**config.mk**
```make
export PLATFORM = sky130hd
export DESIGN_NAME = irq_route_ctrl
export DESIGN_NICKNAME = d
export VERILOG_FILES = /design/src/rtl/irq_route_pkg.sv /design/src/rtl/irq_route_regs.sv /design/src/rtl/irq_route_detect.sv /design/src/rtl/irq_route_fanout.sv /design/src/rtl/irq_route_ctrl.sv
export SDC_FILE = /design/constraint.sdc
export NUM_CORES = 1
export LEC_CHECK = 0
export BUFFER_PORTS_ARGS = -buffer_cell sky130_fd_sc_hd__buf_2
export CAP_MARGIN = 30
export CORE_MARGIN = 3
export CORE_UTILIZATION = 41
export CTS_CLUSTER_DIAMETER = 150
export DETAILED_ROUTE_END_ITERATION = 16
export PLACE_DENSITY_LB_ADDON = 0.2
export RECOVER_POWER = 100
export SETUP_SLACK_MARGIN = 0.02
export SYNTH_ARGS = -nofsm -noshare
export SYNTH_HDL_FRONTEND = slang
export SYNTH_HIERARCHICAL = 1
export SYNTH_SLANG_ARGS = --single-unit
```
**constraint.sdc**
```tcl
create_clock -name clk -period 6.6 [get_ports clk]
set_clock_uncertainty 0.05 [all_clocks]
set_input_delay 0.66 -clock clk [delete_from_list [all_inputs] [get_ports clk]]
set_output_delay 0.66 -clock clk [all_outputs]
set_load 0.01 [all_outputs]
```
**src/rtl/irq_route_pkg.sv**
```systemverilog
package irq_route_pkg;
  localparam int ROUTE_W    = 8;
  localparam int PARENTS    = 4;
  localparam int PARENT_LSB = 4;
  localparam int MAX_CORES  = 4;

  localparam logic [3:0] W_ENSET = 4'hA;  // 0x28
  localparam logic [3:0] W_ENCLR = 4'hB;  // 0x2C
  localparam logic [3:0] W_POL   = 4'hC;  // 0x30
  localparam logic [3:0] W_MODE  = 4'hD;  // 0x34

  function automatic logic [31:0] lane_mask(input logic [3:0] be);
    logic [31:0] m;
    for (int b = 0; b < 4; b++) m[b*8 +: 8] = {8{be[b]}};
    return m;
  endfunction

  // one-hot of the lowest parent bit named in a routing byte
  function automatic logic [PARENTS-1:0] pick_parent(input logic [ROUTE_W-1:0] route);
    logic [PARENTS-1:0] p;
    p = route[PARENT_LSB +: PARENTS];
    return p & (~p + 1'b1);
  endfunction

  function automatic logic [4:0] lowest_set(input logic [31:0] v);
    logic [4:0] r;
    r = '0;
    for (int i = 31; i >= 0; i--) if (v[i]) r = 5'(i);
    return r;
  endfunction
endpackage

```
**src/rtl/irq_route_regs.sv**
```systemverilog
module irq_route_regs
  import irq_route_pkg::*;
#(
  parameter int N_IN = 32
) (
  input  logic                         clk,
  input  logic                         rst_n,
  input  logic [5:0]                   bus_addr,
  input  logic                         bus_wr,
  input  logic [3:0]                   bus_be,
  input  logic [31:0]                  bus_wdata,
  output logic [31:0]                  bus_rdata,
  output logic [N_IN-1:0][ROUTE_W-1:0] route_o,
  output logic [N_IN-1:0]              en_o,
  output logic [N_IN-1:0]              pol_o,
  output logic [N_IN-1:0]              mode_o,
  output logic [N_IN-1:0]              clr_o
);
  localparam int NRW = (N_IN + 3) / 4;

  logic [ROUTE_W-1:0] route_q [NRW*4];
  logic [N_IN-1:0]    en_q, pol_q, mode_q;
  logic [3:0]         widx;
  logic [N_IN-1:0]    wm;
  logic               wr_set, wr_clr;

  assign widx   = bus_addr[5:2];
  assign wm     = N_IN'(bus_wdata & lane_mask(bus_be));
  assign wr_set = bus_wr && (widx == W_ENSET);
  assign wr_clr = bus_wr && (widx == W_ENCLR);

  always_ff @(posedge clk or negedge rst_n) begin
    if (!rst_n) begin
      for (int i = 0; i < NRW*4; i++) route_q[i] <= '0;
      en_q   <= '0;
      pol_q  <= '0;
      mode_q <= '0;
    end else if (bus_wr) begin
      for (int w = 0; w < NRW; w++)
        if (32'(widx) == w)
          for (int b = 0; b < 4; b++)
            if (bus_be[b]) route_q[w*4+b] <= bus_wdata[b*8 +: 8];
      if (wr_set) en_q <= en_q | wm;
      if (wr_clr) en_q <= en_q & ~wm;
      if (widx == W_POL)  pol_q  <= (pol_q  & ~N_IN'(lane_mask(bus_be))) | wm;
      if (widx == W_MODE) mode_q <= (mode_q & ~N_IN'(lane_mask(bus_be))) | wm;
    end
  end

  for (genvar i = 0; i < N_IN; i++) begin : g_route
    assign route_o[i] = route_q[i];
  end

  always_comb begin
    bus_rdata = '0;
    for (int w = 0; w < NRW; w++)
      if (32'(widx) == w)
        bus_rdata = {route_q[w*4+3], route_q[w*4+2], route_q[w*4+1], route_q[w*4]};
    case (widx)
      W_ENSET: bus_rdata = 32'(en_q);
      W_POL:   bus_rdata = 32'(pol_q);
      W_MODE:  bus_rdata = 32'(mode_q);
      default: ;
    endcase
  end

  assign en_o   = en_q;
  assign pol_o  = pol_q;
  assign mode_o = mode_q;
  assign clr_o  = wr_clr ? wm : '0;

  a_r3_set_only_adds: assert property (@(posedge clk) disable iff (!rst_n)
    wr_set |=> ((en_q & $past(en_q)) == $past(en_q)) && ((en_q & $past(wm)) == $past(wm)));

  a_r4_clear_only_drops: assert property (@(posedge clk) disable iff (!rst_n)
    wr_clr |=> ((en_q & $past(wm)) == '0) && ((en_q | $past(en_q)) == $past(en_q)));
endmodule

```
**src/rtl/irq_route_detect.sv**
```systemverilog
module irq_route_detect #(
  parameter int N_IN = 32
) (
  input  logic            clk,
  input  logic            rst_n,
  input  logic [N_IN-1:0] irq_in,
  input  logic [N_IN-1:0] pol,
  input  logic [N_IN-1:0] mode_edge,
  input  logic [N_IN-1:0] clr,
  output logic [N_IN-1:0] pending
);
  logic [N_IN-1:0] sync1, sync2, sticky;
  logic [N_IN-1:0] cond_now, cond_prev, rise;

  always_ff @(posedge clk or negedge rst_n) begin
    if (!rst_n) begin
      sync1  <= '0;
      sync2  <= '0;
      sticky <= '0;
    end else begin
      sync1  <= irq_in;
      sync2  <= sync1;
      sticky <= mode_edge & ~clr & (sticky | rise);
    end
  end

  assign cond_now  = sync1 ^ pol;
  assign cond_prev = sync2 ^ pol;
  assign rise      = cond_now & ~cond_prev;
  assign pending   = (mode_edge & sticky) | (~mode_edge & cond_prev);

  a_r6_sticky_holds: assert property (@(posedge clk) disable iff (!rst_n)
    1'b1 |=> ((sticky & $past(mode_edge & sticky & ~clr)) == $past(mode_edge & sticky & ~clr)));

  a_r7_sticky_clears: assert property (@(posedge clk) disable iff (!rst_n)
    1'b1 |=> ((sticky & $past(clr | ~mode_edge)) == '0));
endmodule

```
**src/rtl/irq_route_fanout.sv**
```systemverilog
module irq_route_fanout
  import irq_route_pkg::*;
#(
  parameter int N_IN   = 32,
  parameter int N_CORE = 4,
  parameter int IDX_W  = 5
) (
  input  logic [N_IN-1:0]              pending,
  input  logic [N_IN-1:0]              en,
  input  logic [N_IN-1:0][ROUTE_W-1:0] route,
  output logic [N_IN-1:0]              status,
  output logic [N_CORE*PARENTS-1:0]    parent_irq,
  output logic                         claim_valid,
  output logic [IDX_W-1:0]             claim_idx
);
  assign status = pending & en;

  for (genvar c = 0; c < N_CORE; c++) begin : g_core
    logic [PARENTS-1:0] acc;
    always_comb begin
      acc = '0;
      for (int i = 0; i < N_IN; i++)
        if (status[i] && route[i][c]) acc = acc | pick_parent(route[i]);
    end
    assign parent_irq[c*PARENTS +: PARENTS] = acc;
  end

  assign claim_valid = |status;
  assign claim_idx   = IDX_W'(lowest_set(32'(status)));
endmodule

```
**src/rtl/irq_route_ctrl.sv**
```systemverilog
module irq_route_ctrl
  import irq_route_pkg::*;
#(
  parameter int N_IN   = 32,
  parameter int N_CORE = 4,
  localparam int IDX_W = (N_IN > 1) ? $clog2(N_IN) : 1,
  localparam int N_OUT = N_CORE * PARENTS
) (
  input  logic              clk,
  input  logic              rst_n,
  input  logic [N_IN-1:0]   irq_in,
  input  logic [5:0]        bus_addr,
  input  logic              bus_wr,
  input  logic [3:0]        bus_be,
  input  logic [31:0]       bus_wdata,
  output logic [31:0]       bus_rdata,
  output logic [N_IN-1:0]   pend_status,
  output logic              claim_valid,
  output logic [IDX_W-1:0]  claim_idx,
  output logic [N_OUT-1:0]  parent_irq
);
  logic [N_IN-1:0][ROUTE_W-1:0] route;
  logic [N_IN-1:0] en, pol, mode_edge, clr, pending;
  logic [N_IN-1:0] below_claim;

  irq_route_regs #(.N_IN(N_IN)) u_regs (
    .clk(clk), .rst_n(rst_n), .bus_addr(bus_addr), .bus_wr(bus_wr),
    .bus_be(bus_be), .bus_wdata(bus_wdata), .bus_rdata(bus_rdata),
    .route_o(route), .en_o(en), .pol_o(pol), .mode_o(mode_edge), .clr_o(clr)
  );

  irq_route_detect #(.N_IN(N_IN)) u_detect (
    .clk(clk), .rst_n(rst_n), .irq_in(irq_in), .pol(pol),
    .mode_edge(mode_edge), .clr(clr), .pending(pending)
  );

  irq_route_fanout #(.N_IN(N_IN), .N_CORE(N_CORE), .IDX_W(IDX_W)) u_fanout (
    .pending(pending), .en(en), .route(route), .status(pend_status),
    .parent_irq(parent_irq), .claim_valid(claim_valid), .claim_idx(claim_idx)
  );

  assign below_claim = (N_IN'(1) << claim_idx) - N_IN'(1);

  a_r8_parent_needs_status: assert property (@(posedge clk) disable iff (!rst_n)
    (|parent_irq) |-> (|pend_status));

  a_r10_claim_lowest: assert property (@(posedge clk) disable iff (!rst_n)
    claim_valid |-> (pend_status[claim_idx] && ((pend_status & below_claim) == '0)));

  a_r9_status_needs_enable: assert property (@(posedge clk) disable iff (!rst_n)
    $rose(pend_status[0]) |-> en[0]);
endmodule

```
Word level (Yosys, flattened, before mapping)
Index checks and enable logic that the tools add are counted.
{ "totals": {"out_inout_bits": 86, "wordCells": 631, "in_bits": 77, "ff_bits": 448} }
{ "op_classes": {"reduce_logical": 168, "eq_ne": 11, "n_bitwise": 210, "n_addsub": 32, "n_mux": 172} }
{ "op_table": {"columns": ["operator", "n"], "rows": [
  ["two-way mux 4 bit", 128],
  ["OR 4 bit", 124],
  ["two-way mux 32 bit", 11],
  ["AND 32 bit", 10],
  ["two-way mux 5 bit", 32],
  ["inverter 32 bit", 5],
  ["OR 32 bit", 5],
  ["logical AND 1 bit", 130],
  ["adder 4 x 1 -> 4 bit, second input constant", 32],
  ["AND 4 bit", 32],
  ["inverter 4 bit", 32],
  ["one-hot mux 32 bit (3 select lines)", 1],
  ["AND reduction 3 bit", 32],
  ["XOR 32 bit", 2],
  ["OR reduction 32 bit", 1],
  ["equality test 4 x 3 -> 1 bit, second input constant", 4],
  ["equality test 4 bit, second input constant", 4],
  ["equality test 4 x 2 -> 1 bit, second input constant", 2],
  ["AND reduction 2 bit", 3],
  ["equality test 4 x 1 -> 1 bit, second input constant", 1],
  ["zero test 4 bit", 1],
  ["nonzero test 2 bit", 1]
]} }

Longest topological paths before layout
{ "depth": {"word_depth": 68, "ltp_mapped": 9, "depth_no_buf": 8} }

Modules after synthesis
The synthesis kept the hierarchy.
{ "modules_own_cells": {"columns": ["module", "cells_per_inst", "instances", "area_each_um2", "seq_area_each_um2"], "rows": [
  ["irq_route_regs", 1403, 1, 17291.6, 8808.4],
  ["irq_route_fanout", 766, 1, 5012.3, 0.0],
  ["irq_route_detect", 320, 1, 3923.8, 2402.3]
]} }

Worst setup path after synthesis
No wires, ideal clock.
{ "synth_timing": {"path_type": "register to output", "from": "reg with a tool-made name", "to": "out claim_idx[3]", "path_buffers": 1, "t_required_ns": 5.890, "path_slack_ns": 3.773, "stages_incl_launch_ff": 9, "arrival_ns": 2.117, "path_cell_list": "dfrtp_1 > xnor2_1 > o21ai_0 > and2_4 > buf_6 > nor4_4 > or4b_1 > a311oi_1 > nor2_1"} }
{ "synth_rtl": {"columns": ["item", "line", "source"], "rows": [
  ["end: declaration", "irq_route_ctrl.sv:19", "output logic [IDX_W-1:0] claim_idx,"]
]} }

==> reports/results.ini <==
[run]
drv_cap=8

[global_route]
grt_start_max_net_pins=159
grt_pass1_wl_um=203000
antenna_found_initial=10
track_usage=0.441
grt_pass1_vias=24400
overflow=0

[cts]
clkSinkCount=448
cts_max_path_buffers=3
cts.clk_slew.worst_paths_ps=60
cts_setup_buffers=0
h-tree-depth=2
holdBufCountCts=0
cts_tree=yes
cts_resized=0
clk_latency_ps=600
root_buffer=clkbuf_16
numCtsBuffers=50

[setup_path]
crit_arrival_ps=5200
cp_slowest_cell=nor4_1
path_cells=xnor2_1 -> o21ai_0 -> nand2_1 -> nor4_1 -> a221oi_1 -> nand4_1 -> clkbuf_1
worstSetupPathType=reg2out
start_kind=flip-flop
cp_slowest_stage_delay_ps=1660
cp_max_fo=5
rrSetupSlack_ps=5240
reg2reg_depth=1
rr_startpoint=u_regs/route_o[236]
crit_path_end=parent_irq[11]
worstSetupEndpointType=output pin
r2r_end=u_regs/route_o[236]
required_ps=5890

[logic_synthesis]
avgSynthCellArea_sq_um=10.5
synth_nets=2566
synth_cell_types=79
async_flop_share=1.00
synth_warnings=6
syn_area_sq_um=26200
synth.ff_latch_count=448
synth_ff_type=dfrtp_1
synth_cells=2489
yosysSeqAreaShare=0.427
synth_edf_count=0

[routing]
wire_per_inst_um=42.6
drc_errors=0
ant_nets=0
vias_per_cell=7.19
drt-total-wl_um=152000
first_iter_violations=4075
drtPass1Iterations=10
vias=25600

[die]
dieWidth_um=259
rows=92
initial_core_util=0.415
dieArea_sq_um=67000
core_area_sq_um=63200
io_pins=163
die_h_um=259

[timing]
period_minus_slack_ps=5910
fin_tns_setup_ps=0
slew_headroom=-1.59
setup_ws_ps=691
worst_pin_slew_ps=3890
post-route-period-util=0.895
max_freq_mhz=169
hold_violations=0
rsz0062_at_grt=false
finalSetupViolations=0
slew_viol_final=386

[layout]
final_cell_mix=448 x dfrtp_1, 292 x mux2_2, 124 x a22oi_1
area_growth_pct=13.1
drive_gt1_frac=0.225
stdcell_area_sq_um=29700
final.fill_count=5898
fin_nets=2743
layout_commonest_cell=dfrtp_1
final_util=0.470

[placement]
numPortBuffers=160
dpl_worst_slack_ps=2240
gp_congestion=1.16
postPlaceCellArea_sq_um=28400
place_hpwl_um=117000

[power_and_ir_drop]
p_per_area_nw_per_um2=344
leakage_nw=13.0
vdd.ir_drop.worst_v=0.000236
p_total_mw=10.2

[hold_path]
hp-class=in2async

[run_status]
status=complete, but fails checks
violations=max-capacitance violations, max-slew violations

through the flow:
step	hold WS, ps	cells
6_report	27.1	3559
5_1_grt	83.3	3549
4_1_cts	80.6	3545
3_5_place_dp	324	3457
3_3_place_gp	319	3444
2_1_floorplan	310	2489
cell usage after synthesis (10+ instances only):
cell type,count,area [sq um]
mux2_1,25,282
mux2i_1,83,831
dfrtp_1,448,11200
o22ai_1,43,269
nor2_1,100,375
o21bai_1,27,203
nor3b_1,57,428
or4b_2,22,220
a222oi_1,34,340
xnor2_1,32,280
nand4_1,41,257
nor4_1,21,131
nand3_1,114,571
buf_2,23,115
nor3_1,39,195
inv_1,82,308
nand2_2,14,87.6
o311a_1,33,330
and3b_1,36,315
nand2_1,99,372
and2_1,17,106
nor2b_1,29,181
buf_6,10,113
a32oi_1,48,420
a21oi_1,70,350
o21ai_0,64,320
a221o_1,27,270
nand2b_1,10,62.6
a22oi_1,124,931
a22o_1,27,236
a221oi_1,21,184
mux2_2,292,3290
and3_1,123,769
clkbuf_1,86,323
o31ai_1,28,210
buf_4,11,82.6
worst min-delay path by stage:
stage                             from            endpoint  slack, ps  depth (start not counted)
floorplan                        rst_n  u_detect/sticky[0]        310                          0
global placement    u_detect/sync1[18]  u_detect/sync2[18]        320                          0
detailed placement   u_detect/sync1[6]   u_detect/sync2[6]        320                          0
CTS                         irq_in[15]  u_detect/sync1[15]         80                          1
global route                irq_in[10]  u_detect/sync1[10]         80                          1
finish                           rst_n  u_detect/sticky[1]         30                          1
worst max-delay path, delay by kind of cell, from the launching register on:
family	cells	cell delay, ps
xor+xnor	1	140
flops	1	420
compound gates	2	1380
buf+inv	1	180
simple gates	3	2450
where the power goes:
group | internal (mW) | switching [mW] | leakage, nW | total (mW)
Sequential | 3.21 | 1.02 | 5.66 | 4.23
Combinational | 1.00 | 1.95 | 6.50 | 2.95
Clock | 1.82 | 1.20 | 0.876 | 3.02
layer usage:
layer  GRT usage  vias to the layer above  wire (um)
li1            -                    10000          -
met1       0.566                    13100      58800
met2       0.648                     1972      63600
met3       0.134                      523      17300
met4       0.277                        2      12000
met5           0                        -         11
cell families after synthesis:
kind of cell           Yosys count  synth area share
multiplexers                   408             0.172
buffers and inverters          214            0.0362
XOR/XNOR                        32            0.0107
AND/OR/NAND/NOR                793             0.183
flip-flops                     448             0.427
AO/OA/AOI/OAI                  594             0.170
layout make-up:
type / instances / area [sq um] / area share
multi-input cells: 1827 / 13900 / 0.469
flip-flops and latches: 448 / 11200 / 0.378
clock buffers: 68 / 1450 / 0.0489
repair buffers: 257 / 1400 / 0.0471
well taps: 846 / 1060 / 0.0357
clock inverters: 20 / 317 / 0.0107
inverters: 82 / 308 / 0.0104
diodes: 11 / 27.5 / 0.000928
No activity file was read; power rests on OpenSTA's default activity.
